**src/rtl/cbu_pkg.sv**
```systemverilog
package cbu_pkg;

  typedef enum logic [1:0] {
    BK_NONE = 2'b00,
    BK_JUMP = 2'b01,
    BK_EQ   = 2'b10,
    BK_GTZ  = 2'b11
  } br_kind_e;

  typedef struct packed {
    logic n;
    logic z;
    logic v;
    logic c;
  } cc_flags_t;

  localparam int unsigned FLAG_W = 4;

  // Signed overflow: both operand signs agree and the result sign does not.
  function automatic logic f_overflow(input logic sa, input logic sb, input logic sr);
    return (sa == sb) && (sr != sa);
  endfunction

  // Equality compare of two register words.
  function automatic logic f_regs_equal(input logic [63:0] a, input logic [63:0] b);
    return (a == b);
  endfunction

  // Greater-than-zero test on the stored flags.
  function automatic logic f_gt_zero(input cc_flags_t f);
    return !f.n && !f.z;
  endfunction

endpackage

```
**src/rtl/cbu_flag_calc.sv**
```systemverilog
module cbu_flag_calc
  import cbu_pkg::*;
#(
  parameter int unsigned DATA_W = 32
) (
  input  logic [DATA_W-1:0] alu_result,
  input  logic              alu_carry,
  input  logic              opnd_a_sign,
  input  logic              opnd_b_sign,
  output cc_flags_t         flags_new
);
  localparam int unsigned MSB = DATA_W - 1;

  logic res_sign;
  logic res_zero;

  assign res_sign = alu_result[MSB];
  assign res_zero = (alu_result == '0);

  always_comb begin
    flags_new.n = res_sign;
    flags_new.z = res_zero;
    flags_new.v = f_overflow(opnd_a_sign, opnd_b_sign, res_sign);
    flags_new.c = alu_carry;
  end
endmodule

```
**src/rtl/cbu_flag_reg.sv**
```systemverilog
module cbu_flag_reg
  import cbu_pkg::*;
(
  input  logic      clk,
  input  logic      rst_n,
  input  logic      wr_en,
  input  cc_flags_t flags_new,
  output cc_flags_t flags_q
);
  always_ff @(posedge clk or negedge rst_n) begin
    if (!rst_n) begin
      flags_q <= '0;
    end else if (wr_en) begin
      flags_q <= flags_new;
    end
  end
endmodule

```
**src/rtl/cbu_branch_resolve.sv**
```systemverilog
module cbu_branch_resolve
  import cbu_pkg::*;
#(
  parameter int unsigned DATA_W  = 32,
  parameter int unsigned ADDR_W  = 32,
  parameter int unsigned PC_STEP = 4
) (
  input  logic [1:0]        br_kind,
  input  cc_flags_t         flags_q,
  input  logic [DATA_W-1:0] reg_a,
  input  logic [DATA_W-1:0] reg_b,
  input  logic [ADDR_W-1:0] pc_cur,
  input  logic [ADDR_W-1:0] tgt_addr,
  output logic              eq_hit,
  output logic              gt_hit,
  output logic              take_branch,
  output logic [ADDR_W-1:0] seq_pc,
  output logic [ADDR_W-1:0] next_pc
);
  localparam logic [ADDR_W-1:0] STEP = ADDR_W'(PC_STEP);

  logic [63:0] a_ext;
  logic [63:0] b_ext;

  assign a_ext  = 64'(reg_a);
  assign b_ext  = 64'(reg_b);
  assign eq_hit = f_regs_equal(a_ext, b_ext);
  assign gt_hit = f_gt_zero(flags_q);
  assign seq_pc = pc_cur + STEP;

  always_comb begin
    unique case (br_kind_e'(br_kind))
      BK_JUMP: take_branch = 1'b1;
      BK_EQ:   take_branch = eq_hit;
      BK_GTZ:  take_branch = gt_hit;
      default: take_branch = 1'b0;
    endcase
  end

  assign next_pc = take_branch ? tgt_addr : seq_pc;
endmodule

```
**src/rtl/cond_branch_unit.sv**
```systemverilog
module cond_branch_unit
  import cbu_pkg::*;
#(
  parameter int unsigned DATA_W  = 32,
  parameter int unsigned ADDR_W  = 32,
  parameter int unsigned PC_STEP = 4
) (
  input  logic              clk,
  input  logic              rst_n,
  input  logic [DATA_W-1:0] alu_result,
  input  logic              alu_carry,
  input  logic              opnd_a_sign,
  input  logic              opnd_b_sign,
  input  logic              flag_wr_en,
  input  logic [1:0]        br_kind,
  input  logic [DATA_W-1:0] reg_a,
  input  logic [DATA_W-1:0] reg_b,
  input  logic [ADDR_W-1:0] pc_cur,
  input  logic [ADDR_W-1:0] tgt_addr,
  output logic [3:0]        flags,
  output logic [ADDR_W-1:0] next_pc
);
  cc_flags_t         flags_new;
  cc_flags_t         flags_q;
  logic              eq_hit;
  logic              gt_hit;
  logic              take_branch;
  logic [ADDR_W-1:0] seq_pc;

  cbu_flag_calc #(.DATA_W(DATA_W)) u_calc (
    .alu_result (alu_result),
    .alu_carry  (alu_carry),
    .opnd_a_sign(opnd_a_sign),
    .opnd_b_sign(opnd_b_sign),
    .flags_new  (flags_new)
  );

  cbu_flag_reg u_freg (
    .clk      (clk),
    .rst_n    (rst_n),
    .wr_en    (flag_wr_en),
    .flags_new(flags_new),
    .flags_q  (flags_q)
  );

  cbu_branch_resolve #(
    .DATA_W (DATA_W),
    .ADDR_W (ADDR_W),
    .PC_STEP(PC_STEP)
  ) u_br (
    .br_kind    (br_kind),
    .flags_q    (flags_q),
    .reg_a      (reg_a),
    .reg_b      (reg_b),
    .pc_cur     (pc_cur),
    .tgt_addr   (tgt_addr),
    .eq_hit     (eq_hit),
    .gt_hit     (gt_hit),
    .take_branch(take_branch),
    .seq_pc     (seq_pc),
    .next_pc    (next_pc)
  );

  assign flags = flags_q;
endmodule

```
**config.mk**
```make
export PLATFORM = sky130hd
export DESIGN_NAME = cond_branch_unit
export DESIGN_NICKNAME = d
export VERILOG_FILES = /design/src/rtl/cbu_pkg.sv /design/src/rtl/cbu_flag_calc.sv /design/src/rtl/cbu_flag_reg.sv /design/src/rtl/cbu_branch_resolve.sv /design/src/rtl/cond_branch_unit.sv
export SDC_FILE = /design/constraint.sdc
export NUM_CORES = 1
export LEC_CHECK = 0
export BUFFER_PORTS_ARGS = -buffer_cell sky130_fd_sc_hd__buf_4
export CORE_MARGIN = 3
export CORE_UTILIZATION = 30
export CTS_CLUSTER_DIAMETER = 50
export DETAILED_ROUTE_END_ITERATION = 10
export PLACE_DENSITY = 0.79
export SYNTH_ARGS = -nofsm -noshare
export SYNTH_HDL_FRONTEND = slang
export SYNTH_HIERARCHICAL = 1
export SYNTH_SLANG_ARGS = --single-unit
```
**constraint.sdc**
```tcl
create_clock -name clk -period 2.7 [get_ports clk]
set_input_delay 0.54 -clock clk [delete_from_list [all_inputs] [get_ports clk]]
set_output_delay 0.54 -clock clk [all_outputs]
set_load 0.05 [all_outputs]
```
# After elaboration in Yosys (flattened, before gate mapping)
# Cells that the tools add are included.
[totals] out_inout_bits=36 wordCells=18 in_bits=168 register_bits=4
[classes] n_mux=2 n_addsub=1 n_reduce_logical=5 n_eq_ne=6
[op_table] operator="adder 32 x 3 -> 32 bit (second input constant)" n=1
[op_table] operator="equality test 32 bit" n=1
[op_table] operator="zero test 32 bit" n=1
[op_table] operator="2-to-1 mux 32 bit" n=1
[op_table] operator="equality test 2 bit (second input constant)" n=2
[op_table] operator="one-hot mux 1 bit (3 select lines)" n=1
[op_table] operator="equality test 2 x 1 -> 1 bit (second input constant)" n=1
[op_table] operator="logical AND 1 bit" n=2
[op_table] operator="zero test 1 bit" n=2
[op_table] operator="equality test 1 bit" n=1
[op_table] operator="!= test 1 bit" n=1

# Depth between registers and ports, before layout
# Gate-level depths: netlist of run 1.
[depth] ltp_word=4 ltp_mapped=6 depth_no_buf=6

# Cells and area by module
# Netlist of run 1, hierarchy kept.
[by_module_without_submodules] module="cbu_branch_resolve" n_inst=1 seq_area_each_um2=0.0 area_per_inst_um2=1381.3 cells_per_inst=164
[by_module_without_submodules] module="cbu_flag_reg" n_inst=1 seq_area_each_um2=100.1 area_per_inst_um2=145.1 cells_per_inst=8
[by_module_without_submodules] module="cbu_flag_calc" n_inst=1 seq_area_each_um2=0.0 area_per_inst_um2=117.6 cells_per_inst=18

# Least setup slack after synthesis of run 1
# No wires, ideal clock.
[synth_timing] path_kind="input to output" from="input reg_b[23]" to="output next_pc[27]" n_path_buf=1 required_ps=2160 stages=6 t_arrival_ps=2336 path_slack_ps=-176 cell_sequence="xor2_1 -> nor4_1 -> nand4_1 -> o41ai_4 -> buf_6 -> mux2_1"
[synth_between] elab_chain_cells=3
[synth_lines] element="start, declared" line="cond_branch_unit.sv:17" rtl="input logic [DATA_W-1:0] reg_b,"
[synth_lines] element="equality test 32 bit" line="cbu_pkg.sv:26" rtl="return (a == b);"
[synth_lines] element="one-hot mux 1 bit (3 select lines)" line="cbu_branch_resolve.sv:32" rtl="unique case (br_kind_e'(br_kind))"
[synth_lines] element="net take_branch" line="cond_branch_unit.sv:27" rtl="logic take_branch;"
[synth_lines] element="2-to-1 mux 32 bit" line="cbu_branch_resolve.sv:40" rtl="assign next_pc = take_branch ? tgt_addr : seq_pc;"
[synth_lines] element="end, declared" line="cond_branch_unit.sv:21" rtl="output logic [ADDR_W-1:0] next_pc"
# The timed path passes the listed nets, and every way through them passes these cells.

# Final worst setup path of run 1
[layout_timing] from="input reg_b[27]" to="output next_pc[26]"
# Same word-level chain as after synthesis.

==> results of run 1 <==
==> layout by cell type, fill, tap and decap left out, types with 2 or more instances in the layout <==
master	instances
and3_1	6
and4_1	3
buf_12	2
buf_4	179
buf_6	27
buf_8	4
clkbuf_8	3
dfrtp_1	4
inv_1	4
mux2_2	19
mux2_4	17
nand2_1	10
nand3_1	11
nand4_1	14
nor2_1	6
nor3_1	3
nor4_1	12
nor4_2	4
o21ai_0	2
xnor2_1	22
xor2_1	37
==> final timing paths <==
check / from / endpoint / slack, ns / depth (start not counted)
setup reg to reg: u_freg/flags_q[3] / u_freg/flags_q[3] / 1.92 / 1
hold / removal: rst_n / u_freg/flags_q[2] / 0.12 / 1
min in group clk: u_freg/flags_q[1] / u_freg/flags_q[1] / 0.51 / 1
setup / recovery: reg_b[27] / next_pc[26] / -0.36 / 9
max in group asynchronous: rst_n / u_freg/flags_q[3] / 2.48 / 1
hold reg to reg: u_freg/flags_q[1] / u_freg/flags_q[1] / 0.51 / 1
==> per-stage QoR <==
stage / power (mW) / TNS [ns] / std cells / utilization [%] / worst slack [ns]
after global placement: 0.710 / -13.19 / 459 / 62.4 / -0.441
after CTS: 0.891 / -10.64 / 465 / 66.1 / -0.355
after floorplan: 0.415 / -2.05 / 187 / - / -0.0874
after detailed placement: 0.720 / -15.75 / 459 / 62.4 / -0.525
final: 0.905 / -10.55 / 465 / 67.3 / -0.355
after global routing: 0.951 / -12.80 / 465 / 67.3 / -0.427
==> report_power, final <==
group | total [mW] | switching (mW) | internal, mW
Combinational | 0.714 | 0.348 | 0.366
Sequential | 0.0676 | 0.00265 | 0.0649
Clock | 0.124 | 0.0290 | 0.0949
Total | 0.905 | 0.380 | 0.526
==> cell type report <==
cell class | instances | area share (%)
repair buffers | 212 | 50.2
multi-input cells | 172 | 42.8
flip-flops and latches | 4 | 2.87
well taps | 70 | 2.52
clock buffers | 3 | 1.19
inverters | 4 | 0.431
==> per-layer routing <==
layer  global-route usage [%]  up-vias
met1                     24.1     1055
li1                         -     1105
met5                        0        -
met4                     7.39        0
met3                     5.53       16
met2                     43.5      110
==> critical path: stages <==
cell and delay (ns):
buf_4 0.11, xor2_1 0.16, nor4_2 0.34, nand4_1 0.24, o41ai_4 0.28, buf_6 0.19
buf_8 0.14, mux2_2 0.36, buf_6 0.16
==> timing repair <==
item / CTS / global route
pin swaps: 3 / 2
buffers inserted: 1 / 0
gates cloned: 2 / 0
endpoints found under the setup margin: 32 / 32
resized for setup: 35 / 16
==> flow_metrics.env, run 1 <==
export IMPL_synthCells=187
export IMPL_whs_ns=0.119
export IMPL_critPathLaunchType="primary input"
export IMPL_cp_required_ns=2.16
export IMPL_drt_iter0_markers=53
export IMPL_clk_pin_slew_ns=0.03
export IMPL_met2WireLength_mm=4.15
export IMPL_ant_nets=0
export IMPL_largest_reg_flops=4
export IMPL_timing_fmax_ghz=0.327
export IMPL_max_cap_violations=0
export IMPL_ios=204
export IMPL_post_route_drc_count=0
export IMPL_top_regs="u_freg/flags_q x4"
export IMPL_grt_max_degree=10
export IMPL_grt_overflow_total=0
export IMPL_core_area_mm2=0.00517
export IMPL_final_min_clock_period_ns=3.06
export IMPL_multi_input_area_mm2=0.00149
export IMPL_wirelength_mm=7.86
export IMPL_clock_skew_ns=0
export IMPL_io_buffers=203
export IMPL_ff_latch_area_um2=100
export IMPL_wl_met3_um=706
export IMPL_leakagePower_nw=1.73
export IMPL_rows=26
export IMPL_area_growth_pct=114
export IMPL_syn_cell_area_mm2=0.00163
export IMPL_m1WireLength_mm=2.78
export IMPL_cts_buffer_depth=2
export IMPL_n_fill_cell=439
export IMPL_pwr_density_cell_mw_per_mm2=260
export IMPL_ctsHoldBuffers=0
export IMPL_fin_area_mm2=0.00348
export IMPL_ir_drop_v=0.000151
export IMPL_fin_nets=566
export IMPL_hold_viol=0
export IMPL_dpl_instance_area_mm2=0.00323
export IMPL_firstDrtPassIters=4
export IMPL_tightest_slew_ns=0.352
export IMPL_critPathMaxFanout=9
export IMPL_layout_drive_gt1_share_pct=65.6
export IMPL_fp_dieH_um=79.6
export IMPL_rsz0062_at_grt="yes"
export IMPL_antenna_found_initial=0
export IMPL_synthesis_nets=356
export IMPL_hold_path_class="in2async"
export IMPL_dp_hpwl_mm=6.59
export IMPL_status="complete, but fails checks"
export IMPL_ys_warn_count=6
export IMPL_viasPerCell=4.92
export IMPL_die_area_mm2=0.00634
export IMPL_clk_latency_ns=0.21
export IMPL_setup_viol=32
export IMPL_final_period_utilization_pct=113
export IMPL_slew_limit_headroom_pct=76.3
export IMPL_num_vias=2286
export IMPL_slew_violations=0
export IMPL_highest_layer="met4"
export IMPL_grt_pass1_wl_mm=11.4
export IMPL_gp_congestion=0.875
export IMPL_cp_data_arrival_time_ns=2.52
export IMPL_syn_avg_cell_area_um2=8.69
export IMPL_cts_root_buffer="clkbuf_8"
export IMPL_grtUsageTotal_pct=22.8
export IMPL_cts_tree="yes"
export IMPL_cts_inserted_buffers=3
export IMPL_fin_ws_ns=-0.355
export IMPL_numClockSinks=4
export IMPL_violations="negative setup slack"
export IMPL_htree_num_levels=1
export IMPL_path_class="in2out"
export IMPL_max_flop_register="u_freg/flags_q"
export IMPL_start_util_pct=31.4
export IMPL_worstSetupEndpointType="output pin"
export IMPL_num_antenna_cells=0
export IMPL_drt_wirelength_per_cell_um=16.9
export IMPL_die_x_um=79.6
export IMPL_grt_pass1_vias=2444
(Power assumes the default switching activity.)
==> inputs of run 2 (changes only) <==
RECOVER_POWER = 50   (was not set)
==> flow_metrics.env, run 2 (synthesis results as in run 1) <==
export IMPL_core_area_mm2=0.00517
export IMPL_die_x_um=79.6
export IMPL_setup_viol=32
export IMPL_whs_ns=0.165
export IMPL_dp_hpwl_mm=6.59
export IMPL_cpMostUsedCell="buf_6"
export IMPL_r2r_cells=1
export IMPL_swShare_pct=42.0
export IMPL_dpl_instance_area_mm2=0.00323
export IMPL_rows=26
export IMPL_critPathTopFamily="buffers and inverters"
export IMPL_ios=204
export IMPL_htree_num_levels=1
export IMPL_layout_drive_gt1_share_pct=65.1
export IMPL_r2r_setup_slack_ns=1.92
export IMPL_cp_data_arrival_time_ns=2.52
export IMPL_critPathLaunchType="primary input"
export IMPL_grt_max_degree=10
export IMPL_combPwrFrac_pct=78.8
export IMPL_cts_inserted_buffers=3
export IMPL_clk_pin_slew_ns=0.03
export IMPL_cp_depth=9
export IMPL_max_flop_register="u_freg/flags_q"
export IMPL_timing_fmax_ghz=0.327
export IMPL_wirelength_mm=7.85
export IMPL_n_fill_cell=440
export IMPL_drt_wirelength_per_cell_um=16.9
export IMPL_num_antenna_cells=0
export IMPL_gp_congestion=0.875
export IMPL_grtUsageTotal_pct=22.8
export IMPL_worstSetupEndpointType="output pin"
export IMPL_p_switching_uw=380
export IMPL_internal_power_uw=524
export IMPL_pwr_density_cell_mw_per_mm2=260
export IMPL_numClockSinks=4
export IMPL_firstDrtPassIters=4
export IMPL_cts_root_buffer="clkbuf_8"
export IMPL_grt_pass1_wl_mm=11.4
export IMPL_final_period_utilization_pct=113
export IMPL_critPathMaxFanout=9
export IMPL_path_class="in2out"
export IMPL_post_route_drc_count=0
export IMPL_cp_required_ns=2.16
export IMPL_largest_reg_flops=4
export IMPL_reg2reg_from="u_freg/flags_q[3]"
export IMPL_num_vias=2284
export IMPL_clk_latency_ns=0.21
export IMPL_cp_num_buf_inv=4
export IMPL_cts_tree="yes"
export IMPL_slowest_stage="mux2_2"
export IMPL_path_cells="buf_4 -> xor2_1 -> nor4_2 -> nand4_1 -> o41ai_4 -> buf_6 -> buf_8 -> mux2_2 -> buf_6"
export IMPL_clock_power_share_pct=13.7
export IMPL_tightest_slew_ns=0.352
export IMPL_die_area_mm2=0.00634
export IMPL_hold_viol=0
export IMPL_ant_nets=0
export IMPL_leakagePower_nw=1.72
export IMPL_grt_pass1_vias=2444
export IMPL_rsz0062_at_grt="yes"
export IMPL_ir_drop_v=0.000151
export IMPL_fp_dieH_um=79.6
export IMPL_slew_limit_headroom_pct=76.3
export IMPL_power_uw=904
export IMPL_violations="negative setup slack"
export IMPL_max_cap_violations=0
export IMPL_status="complete, but fails checks"
export IMPL_top_regs="u_freg/flags_q x4"
export IMPL_final_min_clock_period_ns=3.06
export IMPL_hold_path_class="in2async"
export IMPL_r2r_end="u_freg/flags_q[3]"
export IMPL_io_buffers=203
export IMPL_critPathMaxStageDelay_ns=0.36
export IMPL_slew_violations=0
export IMPL_start_util_pct=31.4
export IMPL_clock_skew_ns=0
export IMPL_seqPwrFrac_pct=7.5
export IMPL_cts_buffer_depth=2
export IMPL_startpoint="reg_b[27]"
export IMPL_final_cell_mix="buf_4 (177), xor2_1 (37), buf_6 (27)"
export IMPL_viasPerCell=4.91
export IMPL_final_cell_count_no_fill=465
export IMPL_fin_util_pct=67.2
export IMPL_drt_iter0_markers=53
export IMPL_fin_nets=566
export IMPL_fin_ws_ns=-0.355
export IMPL_grt_overflow_total=0
export IMPL_fin_area_mm2=0.00347
export IMPL_area_growth_pct=114
export IMPL_antenna_found_initial=0
export IMPL_dp_cells=459
export IMPL_final_common_cell="buf_4"
## run 2: cell count changes in the layout (fill, tap and decap cells not counted)
cell,before,now
buf_4,179,177
clkbuf_1,0,2
## run 2: worst max-delay path by stage
stage          slack (ns)     endpoint
2_1_floorplan       -0.09  next_pc[12]
3_3_place_gp        -0.44  next_pc[24]
3_5_place_dp        -0.53   next_pc[1]
4_1_cts             -0.36  next_pc[20]
5_1_grt             -0.43  next_pc[26]
6_report            -0.36  next_pc[26]
## run 2: layout make-up
class	count	area, um2	area share [%]
clock buffer	3	41.3	1.19
inverter	4	15.0	0.432
multi-input combinational	172	1490	42.9
sequential	4	100	2.88
tap	70	87.6	2.52
timing repair buffer	212	1740	50.1
## run 2: power groups by stage
stage | combinational [mW] | sequential [mW] | clock, mW
after CTS | 0.696 | 0.0677 | 0.127
after global placement | 0.642 | 0.0679 | 0
after floorplan | 0.331 | 0.0842 | 0
after detailed placement | 0.651 | 0.0684 | 0
final | 0.712 | 0.0676 | 0.124
after global routing | 0.749 | 0.0684 | 0.132
## run 2: through the flow
stage          setup slack (ns)  TNS [ns]
5_1_grt                  -0.427    -12.80
4_1_cts                  -0.355    -10.64
6_report                 -0.355    -10.55
3_5_place_dp             -0.525    -15.75
3_3_place_gp             -0.441    -13.19
2_1_floorplan           -0.0874     -2.05
## run 2: timing repair
action / 4_1_cts / 5_1_grt
gates cloned: 2 / 0
setup endpoints to repair: 32 / 32
hold buffers: 0 / 0
buffers inserted: 1 / 0
resized for setup: 35 / 16
pin swaps: 3 / 2
## run 2: routing by layer
layer,wire [um],global-route usage [%]
met1,2780,24.1
met2,4150,43.5
met3,702,5.53
met4,226,7.39
met5,0,0
